File: src/rtl/window_pkg.sv
package window_pkg;
  localparam int REG_COUNT = 4;
  localparam int REG_W     = $clog2(REG_COUNT);
  localparam int ENTRIES   = 4;
  localparam int IDX_W     = $clog2(ENTRIES);

  typedef enum logic [1:0] {
    OP_ADD = 2'd0,
    OP_SUB = 2'd1,
    OP_AND = 2'd2,
    OP_OR  = 2'd3
  } aluOp_e;

  typedef struct packed {
    aluOp_e           op;
    logic [REG_W-1:0] dst;
    logic [REG_W-1:0] srcA;
    logic [REG_W-1:0] srcB;
  } instr_t;

  // strobes from control to datapath
  typedef struct packed {
    logic             load;
    logic [IDX_W-1:0] loadIdx;
    logic             clearComp;
    logic             advance;
    logic             flush;
    logic             commit;
  } strobe_t;
endpackage

File: src/rtl/window_ctrl.sv
module window_ctrl
  import window_pkg::*;
(
  input  logic    clk,
  input  logic    rstN,
  input  logic    wrValid,
  input  logic    flushReq,
  input  logic    retireDone,
  input  logic    allDone,
  output strobe_t strobe,
  output logic    loadReady,
  output logic    retired
);
  typedef enum logic [1:0] {ST_LOAD, ST_EXEC, ST_HOLD} state_e;

  state_e           state;
  logic [IDX_W-1:0] count;

  always_comb begin
    strobe         = '0;
    strobe.loadIdx = count;
    case (state)
      ST_LOAD: begin
        strobe.load      = wrValid;
        strobe.clearComp = 1'b1;
      end
      ST_EXEC: begin
        strobe.advance = 1'b1;
        strobe.flush   = flushReq;
        strobe.commit  = allDone && !flushReq;
      end
      default: ;
    endcase
  end

  always_ff @(posedge clk) begin
    if (!rstN) begin
      state <= ST_LOAD;
      count <= '0;
    end else begin
      case (state)
        ST_LOAD: if (wrValid) begin
          count <= count + 1'b1;
          if (count == IDX_W'(ENTRIES - 1)) state <= ST_EXEC;
        end
        ST_EXEC: if (strobe.commit) state <= ST_HOLD;
        default: if (retireDone) begin
          state <= ST_LOAD;
          count <= '0;
        end
      endcase
    end
  end

  assign loadReady = (state == ST_LOAD);
  assign retired   = (state == ST_HOLD);
endmodule

File: src/rtl/window_entry.sv
module window_entry
  import window_pkg::*;
#(
  parameter int DATA_W = 16
) (
  input  logic                               clk,
  input  logic                               rstN,
  input  instr_t                             instr,
  input  logic                               killed,
  input  logic [REG_COUNT-1:0][DATA_W-1:0]   colIn,
  input  logic [REG_COUNT-1:0]               compIn,
  input  logic                               clearComp,
  input  logic                               advance,
  output logic [REG_COUNT-1:0][DATA_W-1:0]   colOut,
  output logic [REG_COUNT-1:0]               compOut
);
  logic [DATA_W-1:0] opA;
  logic [DATA_W-1:0] opB;
  logic [DATA_W-1:0] result;
  logic              srcReady;

  always_comb begin
    opA = colIn[instr.srcA];
    opB = colIn[instr.srcB];
    case (instr.op)
      OP_ADD:  result = opA + opB;
      OP_SUB:  result = opA - opB;
      OP_AND:  result = opA & opB;
      default: result = opA | opB;
    endcase
    for (int r = 0; r < REG_COUNT; r++)
      colOut[r] = (!killed && instr.dst == REG_W'(r)) ? result : colIn[r];
  end

  assign srcReady = compIn[instr.srcA] & compIn[instr.srcB];

  // ready flags are the only clocked state on the column path
  always_ff @(posedge clk) begin
    if (!rstN || clearComp) begin
      compOut <= '0;
    end else if (advance) begin
      for (int r = 0; r < REG_COUNT; r++)
        compOut[r] <= (!killed && instr.dst == REG_W'(r)) ? srcReady : compIn[r];
    end
  end
endmodule

File: src/rtl/window_datapath.sv
module window_datapath
  import window_pkg::*;
#(
  parameter int          DATA_W     = 16,
  parameter logic [15:0] RESET_STEP = 16'h1357
) (
  input  logic                          clk,
  input  logic                          rstN,
  input  strobe_t                       strobe,
  input  instr_t                        wrInstr,
  input  logic [IDX_W-1:0]              flushAfter,
  output logic                          allDone,
  output logic [REG_COUNT*DATA_W-1:0]   archOut
);
  instr_t                            slot [ENTRIES];
  logic [ENTRIES-1:0]                killed;
  logic [REG_COUNT-1:0][DATA_W-1:0]  archReg;
  logic [REG_COUNT-1:0][DATA_W-1:0]  col  [ENTRIES+1];
  logic [REG_COUNT-1:0]              comp [ENTRIES+1];

  assign col[0]  = archReg;
  assign comp[0] = '1;

  for (genvar k = 0; k < ENTRIES; k++) begin : g_entry
    window_entry #(.DATA_W(DATA_W)) u_entry (
      .clk      (clk),
      .rstN     (rstN),
      .instr    (slot[k]),
      .killed   (killed[k]),
      .colIn    (col[k]),
      .compIn   (comp[k]),
      .clearComp(strobe.clearComp),
      .advance  (strobe.advance),
      .colOut   (col[k+1]),
      .compOut  (comp[k+1])
    );

    always_ff @(posedge clk) begin
      if (!rstN) begin
        slot[k]   <= '0;
        killed[k] <= 1'b0;
      end else if (strobe.load && strobe.loadIdx == IDX_W'(k)) begin
        slot[k]   <= wrInstr;
        killed[k] <= 1'b0;
      end else if (strobe.flush && IDX_W'(k) > flushAfter) begin
        killed[k] <= 1'b1;
      end
    end
  end

  assign allDone = &comp[ENTRIES];

  always_ff @(posedge clk) begin
    if (!rstN) begin
      for (int r = 0; r < REG_COUNT; r++)
        archReg[r] <= DATA_W'((r + 1) * RESET_STEP);
    end else if (strobe.commit) begin
      archReg <= col[ENTRIES];
    end
  end

  assign archOut = archReg;
endmodule

File: src/rtl/inplace_window.sv
module inplace_window
  import window_pkg::*;
#(
  parameter int DATA_W = 16
) (
  input  logic                        clk,
  input  logic                        rstN,
  input  logic                        wrValid,
  input  logic [1:0]                  wrOp,
  input  logic [REG_W-1:0]            wrDst,
  input  logic [REG_W-1:0]            wrSrcA,
  input  logic [REG_W-1:0]            wrSrcB,
  input  logic                        flushReq,
  input  logic [IDX_W-1:0]            flushAfter,
  input  logic                        retireDone,
  output logic                        loadReady,
  output logic                        retired,
  output logic [REG_COUNT*DATA_W-1:0] archOut
);
  strobe_t strobe;
  instr_t  wrInstr;
  logic    allDone;

  assign wrInstr = '{op: aluOp_e'(wrOp), dst: wrDst, srcA: wrSrcA, srcB: wrSrcB};

  window_ctrl u_ctrl (
    .clk       (clk),
    .rstN      (rstN),
    .wrValid   (wrValid),
    .flushReq  (flushReq),
    .retireDone(retireDone),
    .allDone   (allDone),
    .strobe    (strobe),
    .loadReady (loadReady),
    .retired   (retired)
  );

  window_datapath #(.DATA_W(DATA_W)) u_dp (
    .clk       (clk),
    .rstN      (rstN),
    .strobe    (strobe),
    .wrInstr   (wrInstr),
    .flushAfter(flushAfter),
    .allDone   (allDone),
    .archOut   (archOut)
  );
endmodule

File: config.mk
export PLATFORM = sky130hd
export DESIGN_NAME = inplace_window
export DESIGN_NICKNAME = d
export VERILOG_FILES = /design/src/rtl/window_pkg.sv /design/src/rtl/window_ctrl.sv /design/src/rtl/window_entry.sv /design/src/rtl/window_datapath.sv /design/src/rtl/inplace_window.sv
export SDC_FILE = /design/constraint.sdc
export NUM_CORES = 1
export LEC_CHECK = 0
export BUFFER_PORTS_ARGS = -buffer_cell sky130_fd_sc_hd__buf_2
export CORE_UTILIZATION = 45
export CTS_BUF_LIST = sky130_fd_sc_hd__clkbuf_4 sky130_fd_sc_hd__clkbuf_8 sky130_fd_sc_hd__clkbuf_16
export DETAILED_ROUTE_END_ITERATION = 7
export PLACE_DENSITY = 0.61
export SLEW_MARGIN = 20
export SYNTH_ARGS = -nofsm -noshare
export SYNTH_HDL_FRONTEND = slang
export SYNTH_SLANG_ARGS = --single-unit
File: constraint.sdc
create_clock -name clk -period 14.8 [get_ports clk]
set_input_delay 3.7 -clock clk [delete_from_list [all_inputs] [get_ports clk]]
set_output_delay 3.7 -clock clk [all_outputs]
set_load 0.02 [all_outputs]
After elaboration in Yosys (flattened, before gate mapping). Memory sizes are Yosys's and may differ from the RTL's. Cells that the tools add are included.

Register bits after elaboration: 88. RAM bits: 32. Input bits: 15. Output and inout bits: 66. Word-level logic and storage cells: 228. Memories kept: 1.

Memories: u_dp.slot (words 4, bits a word 8, read ports 4, clocked after Yosys merged registers in 0, wr ports 4, line window_datapath.sv:15) `instr_t slot [ENTRIES];`.

$add $sub $neg: 9. Order comparisons: 12. Eq/ne operators: 28. Multiplexer cells: 95. Bitwise operators: 18. Reduce and logical (&&, ||, !) cells: 51.

Operator list (count): $mux W16 (24); $bmux W16 S2 (8); $pmux W16 S3 (4); $add A16 B16 Y16 (4); $and A16 B16 Y16 (4); $or A16 B16 Y16 (4); $sub A16 B16 Y16 (4); $mux W1 (39); $mux W8 (4); $eq A2 B2 Y1 const B (15); $logic_and A1 B1 Y1 (25); $lt A2 B3 Y1 const B (8); $eq A2 B1 Y1 const B (10); $logic_not A2 Y1 (10); $bmux W1 S2 (8); $mux W2 (5); $pmux W2 S2 (2); $reduce_and A4 Y1 (2); $reduce_or A2 Y1 (4); $logic_not A1 Y1 (6); $and A1 B1 Y1 (4); $gt A1 B2 Y1 const A (2); $gt A2 B2 Y1 const A (2); $ne A2 B2 Y1 const B (2); 9 further kinds (13).

Depth between registers and ports, before layout. An unclocked memory read counts as a cell.

Depth in word-level cells: 21. Mapped depth: 58. Mapped depth without buffers: 56.

By module. A second synthesis with hierarchy kept.

Cells, all modules: 2071. Area total of the unflattened synthesis: 17027.6 um^2.

By module, submodules not included: window_datapath (instances 1, cells each 359, area each 4255.3 um^2, seq. area each 2302.2 um^2); window_entry (u_dp.g_entry[2].u_entry) (instances 1, cells each 422, area each 3183.1 um^2, seq. area each 80.1 um^2); window_entry (u_dp.g_entry[3].u_entry) (instances 1, cells each 422, area each 3181.8 um^2, seq. area each 80.1 um^2); window_entry (u_dp.g_entry[0].u_entry) (instances 1, cells each 425, area each 3128.0 um^2, seq. area each 80.1 um^2); window_entry (u_dp.g_entry[1].u_entry) (instances 1, cells each 418, area each 3069.2 um^2, seq. area each 80.1 um^2); window_ctrl (instances 1, cells each 25, area each 210.2 um^2, seq. area each 80.1 um^2).

Least setup slack after synthesis. OpenSTA, ideal clock, no wires.

Path type: reg2reg. From: memory u_dp.slot[0][0] in the netlist's numbering. To: register u_dp.archReg, in the netlist u_dp.archOut[47]. Setup time: 0.096 ns. Arrival: 10.383 ns. Required time: 14.704 ns. Setup slack: 4.321 ns. Stages on the path, launching flop included: 51. Path buffers: 2. Clock period less this slack: 10.479 ns. Cells stage by stage: edfxtp_1 buf_6 mux4_1 inv_1 ha_1 nand2_1 o21ai_0 fa_1 nand2b_1 a21oi_1 nor2_1 o31ai_1 nor2_1 mux4_2 and3_1 buf_2 nor2_1 xnor2_1 [... 15 more ...] a31oi_1 xnor2_1 a2bb2oi_1 o21ai_0 mux4_2 nor4_1 nand3b_1 o21ai_0 xor2_1 ha_1 and2_1 o21a_1 nor2_1 nor2_1 and3_1 a2111oi_2 nand3_1 o41ai_2.

RTL lines: from (decl) (line window_datapath.sv:15); to (signal, indexed assignment) (line window_datapath.sv:56) `archReg[r] <= DATA_W'((r + 1) * RESET_STEP);`; to (signal assigned) (line window_datapath.sv:58) `archReg <= col[ENTRIES];`; to (decl) (line window_datapath.sv:17) `logic [REG_COUNT-1:0][DATA_W-1:0] archReg;`.

==> impl_metrics.env <==
export IMPL_outcome="finished clean"
export IMPL_ys_top_cells_by_area="mux4_2 11%, dfxtp_1 9.2%, nor2_1 6.9%"
export IMPL_r2r_start="u_dp.slot[0][0]"
export IMPL_synth_area_leader_cell="mux4_2"
export IMPL_synthesis_nets=2542
export IMPL_drive_gt1_frac=0.146
export IMPL_finalNonFillerCells=2916
export IMPL_grt_max_degree=73
export IMPL_grt_util_met1=0.558
export IMPL_yosysWarningCount=0
export IMPL_seq_area_um2=2640
export IMPL_post_place_ws_ns=2.02
export IMPL_coreArea_um2=39900
export IMPL_io_pins=81
export IMPL_ys_seq_elements=116
export IMPL_post_route_util=0.484
export IMPL_use_met3=0.136
export IMPL_cts_buffer_depth=2
export IMPL_synthesis_area_um2=18300
export IMPL_fp_dieH_um=204
export IMPL_holdBufCountCts=0
export IMPL_overflow=0
export IMPL_synthArstFlopShare=0
export IMPL_initial_core_util=0.458
export IMPL_antenna_found_initial=2
export IMPL_grt_usage=0.450
export IMPL_dr_pass1_iters=8
export IMPL_dieArea_um2=41400
export IMPL_gr_max_usage_layer="met2"
export IMPL_hold_path_depth=2
export IMPL_syn_to_final_growth_pct=5.67
export IMPL_slew_headroom=0.141
export IMPL_worstMarginPinSlew_ns=1.28
export IMPL_cts_htree_levels=4
export IMPL_layout_common_cells="334 x nor2_1, 267 x nand2_1, 220 x a21oi_1"
export IMPL_slowest_stage="mux4_1"
export IMPL_synth_edf_count=32
export IMPL_tns_ns=0
export IMPL_wl_per_cell_um=32.4
export IMPL_p_leak_uw=0.00754
export IMPL_final_hold_viol_count=0
export IMPL_slew_violations=0
export IMPL_cts_root_buf="clkbuf_16"
export IMPL_die_w_um=204
export IMPL_path_class="flop to flop"
export IMPL_max_cap_violations=0
export IMPL_avgSynthCellArea_um2=7.48
export IMPL_post_synth_top_area_fraction=0.112
export IMPL_place_congestion=1.10
export IMPL_cts_resized=0
export IMPL_routed_wl_mm=94.4
export IMPL_fill_cells=3988
export IMPL_mostFrequentLayoutCell="nor2_1"
export IMPL_place_inst=2883
export IMPL_grt_pass1_vias=19100
export IMPL_layout_worst_path_cycle_share=0.891
export IMPL_post_cts_setup_buffers=0
export IMPL_startpoint_type="flop"
export IMPL_whs_endpoint="u_dp.g_entry[0].u_entry.compOut[2]"
export IMPL_dp_hpwl_mm=72.3
export IMPL_numPortBuffers=80
export IMPL_nets=2474
export IMPL_cts_tree="done"
export IMPL_critPathArrivalTime_ns=13.50
export IMPL_setup_ws_ns=1.61
export IMPL_met2_usage=0.664
export IMPL_period_needed_ns=13.19
export IMPL_grt_pass1_wl_mm=134
export IMPL_rows=73
export IMPL_avgViaCountPerCell=7.05
export IMPL_peakVddDrop_uv=86.0
export IMPL_clkTransAtPathRegs_ns=0.06
export IMPL_clock_latency_ns=0.42
export IMPL_ys_flop_type="dfxtp_1"
export IMPL_multi_input_area_um2=14300
export IMPL_setup_viol=0
export IMPL_end_kind="flop"
export IMPL_postRouteAntennaNets=0
export IMPL_skew_ns=0.0173
export IMPL_rr_worst_depth=49
export IMPL_power_density_nw_per_um2=146
export IMPL_reg2reg_slack_ns=1.61
export IMPL_yosysSeqAreaShare=0.145
export IMPL_drc=0
export IMPL_ys_types=100
export IMPL_critPathMaxStageDelay_ns=0.70
export IMPL_worstPathMaxFanout=20
export IMPL_min_from="u_dp.g_entry[0].u_entry.compOut[2]"
export IMPL_hp_class="flop to flop"
export IMPL_clock_sinks=116
export IMPL_via_count=20600
export IMPL_power_uw=2820
export IMPL_first_iter_violations=2952
export IMPL_syn_inst=2445
export IMPL_cts_buffers=17
export IMPL_reg2reg_to="u_dp.archOut[47]"
export IMPL_rsz0062_at_grt="false"
export IMPL_timing_fmax_mhz=75.8
export IMPL_required_ns=15.11
## report_power, final
group / internal (uW) / switching, uW
clock network: 267 / 162
logic: 718 / 1320
registers: 333 / 15.4
total: 1320 / 1500
## cell usage after synthesis (47+ instances only)
cell,instances
nor2_1,335
nand2_1,267
a21oi_1,220
o21ai_0,136
clkbuf_1,125
mux4_2,91
dfxtp_1,84
ha_1,78
buf_4,68
and2_1,63
inv_1,59
nor3_1,59
mux2i_1,54
xnor2_1,53
a211oi_1,47
## logic make-up after synthesis
logic type | synth area share
flops | 0.145
buf+inv | 0.0756
simple gates | 0.238
mux | 0.162
fa+ha+maj | 0.0749
xor+xnor | 0.0426
compound gates | 0.262
## registers in the layout, summed over array words and instances (netlist names)
register / count
u_dp.g_entry.u_entry.compOut: 13
u_dp.archOut: 64
u_dp.killed: 3
u_dp.slot: 32
u_ctrl.count: 2
u_ctrl.state: 2
## layout make-up
| cell class | instances | share of cell area |
|---|---|---|
| multi-input combinational | 2037 | 0.741 |
| sequential | 116 | 0.137 |
| timing repair buffer | 141 | 0.0444 |
| tap | 525 | 0.0340 |
| clock buffer | 21 | 0.0248 |
| inverter | 64 | 0.0124 |
| clock inverter | 11 | 0.00635 |
| antenna | 1 | 0.000130 |
## metrics by stage
stage	instance area (um^2)	hold WS, ns
2_1_floorplan	18300	0.437
3_3_place_gp	18700	0.446
3_5_place_dp	18700	0.456
4_1_cts	19300	0.464
5_1_grt	19300	0.481
6_report	19300	0.458
## routing by layer
metal / share of wire / vias to the layer above
met5: 0.00014 / -
met4: 0.082 / 2
met3: 0.13 / 377
met2: 0.42 / 1531
met1: 0.37 / 9809
li1: - / 8850
## worst max-delay path by stage
stage	depth (start not counted)	end	start
6_report	49	u_dp.archOut[47]	u_dp.slot[0][0]
5_1_grt	49	u_dp.archOut[47]	u_dp.slot[0][0]
4_1_cts	43	u_dp.archOut[47]	u_dp.slot[0][0]
3_5_place_dp	43	u_dp.archOut[47]	u_dp.slot[0][0]
3_3_place_gp	43	u_dp.archOut[47]	u_dp.slot[0][0]
2_1_floorplan	50	u_dp.archOut[47]	u_dp.slot[0][0]
## worst max-delay path: cells and delay by family, from the launching register on
| kind | cells | cell delay (ns) |
|---|---|---|
| flip-flops | 1 | 0.32 |
| AO/OA/AOI/OAI | 17 | 4.25 |
| adder cells (fa/ha/maj) | 5 | 1.58 |
| AND/OR/NAND/NOR | 14 | 3.15 |
| buffers and inverters | 3 | 0.56 |
| XOR/XNOR | 6 | 0.90 |
| multiplexers | 4 | 2.31 |
(Power assumes the default switching activity.)
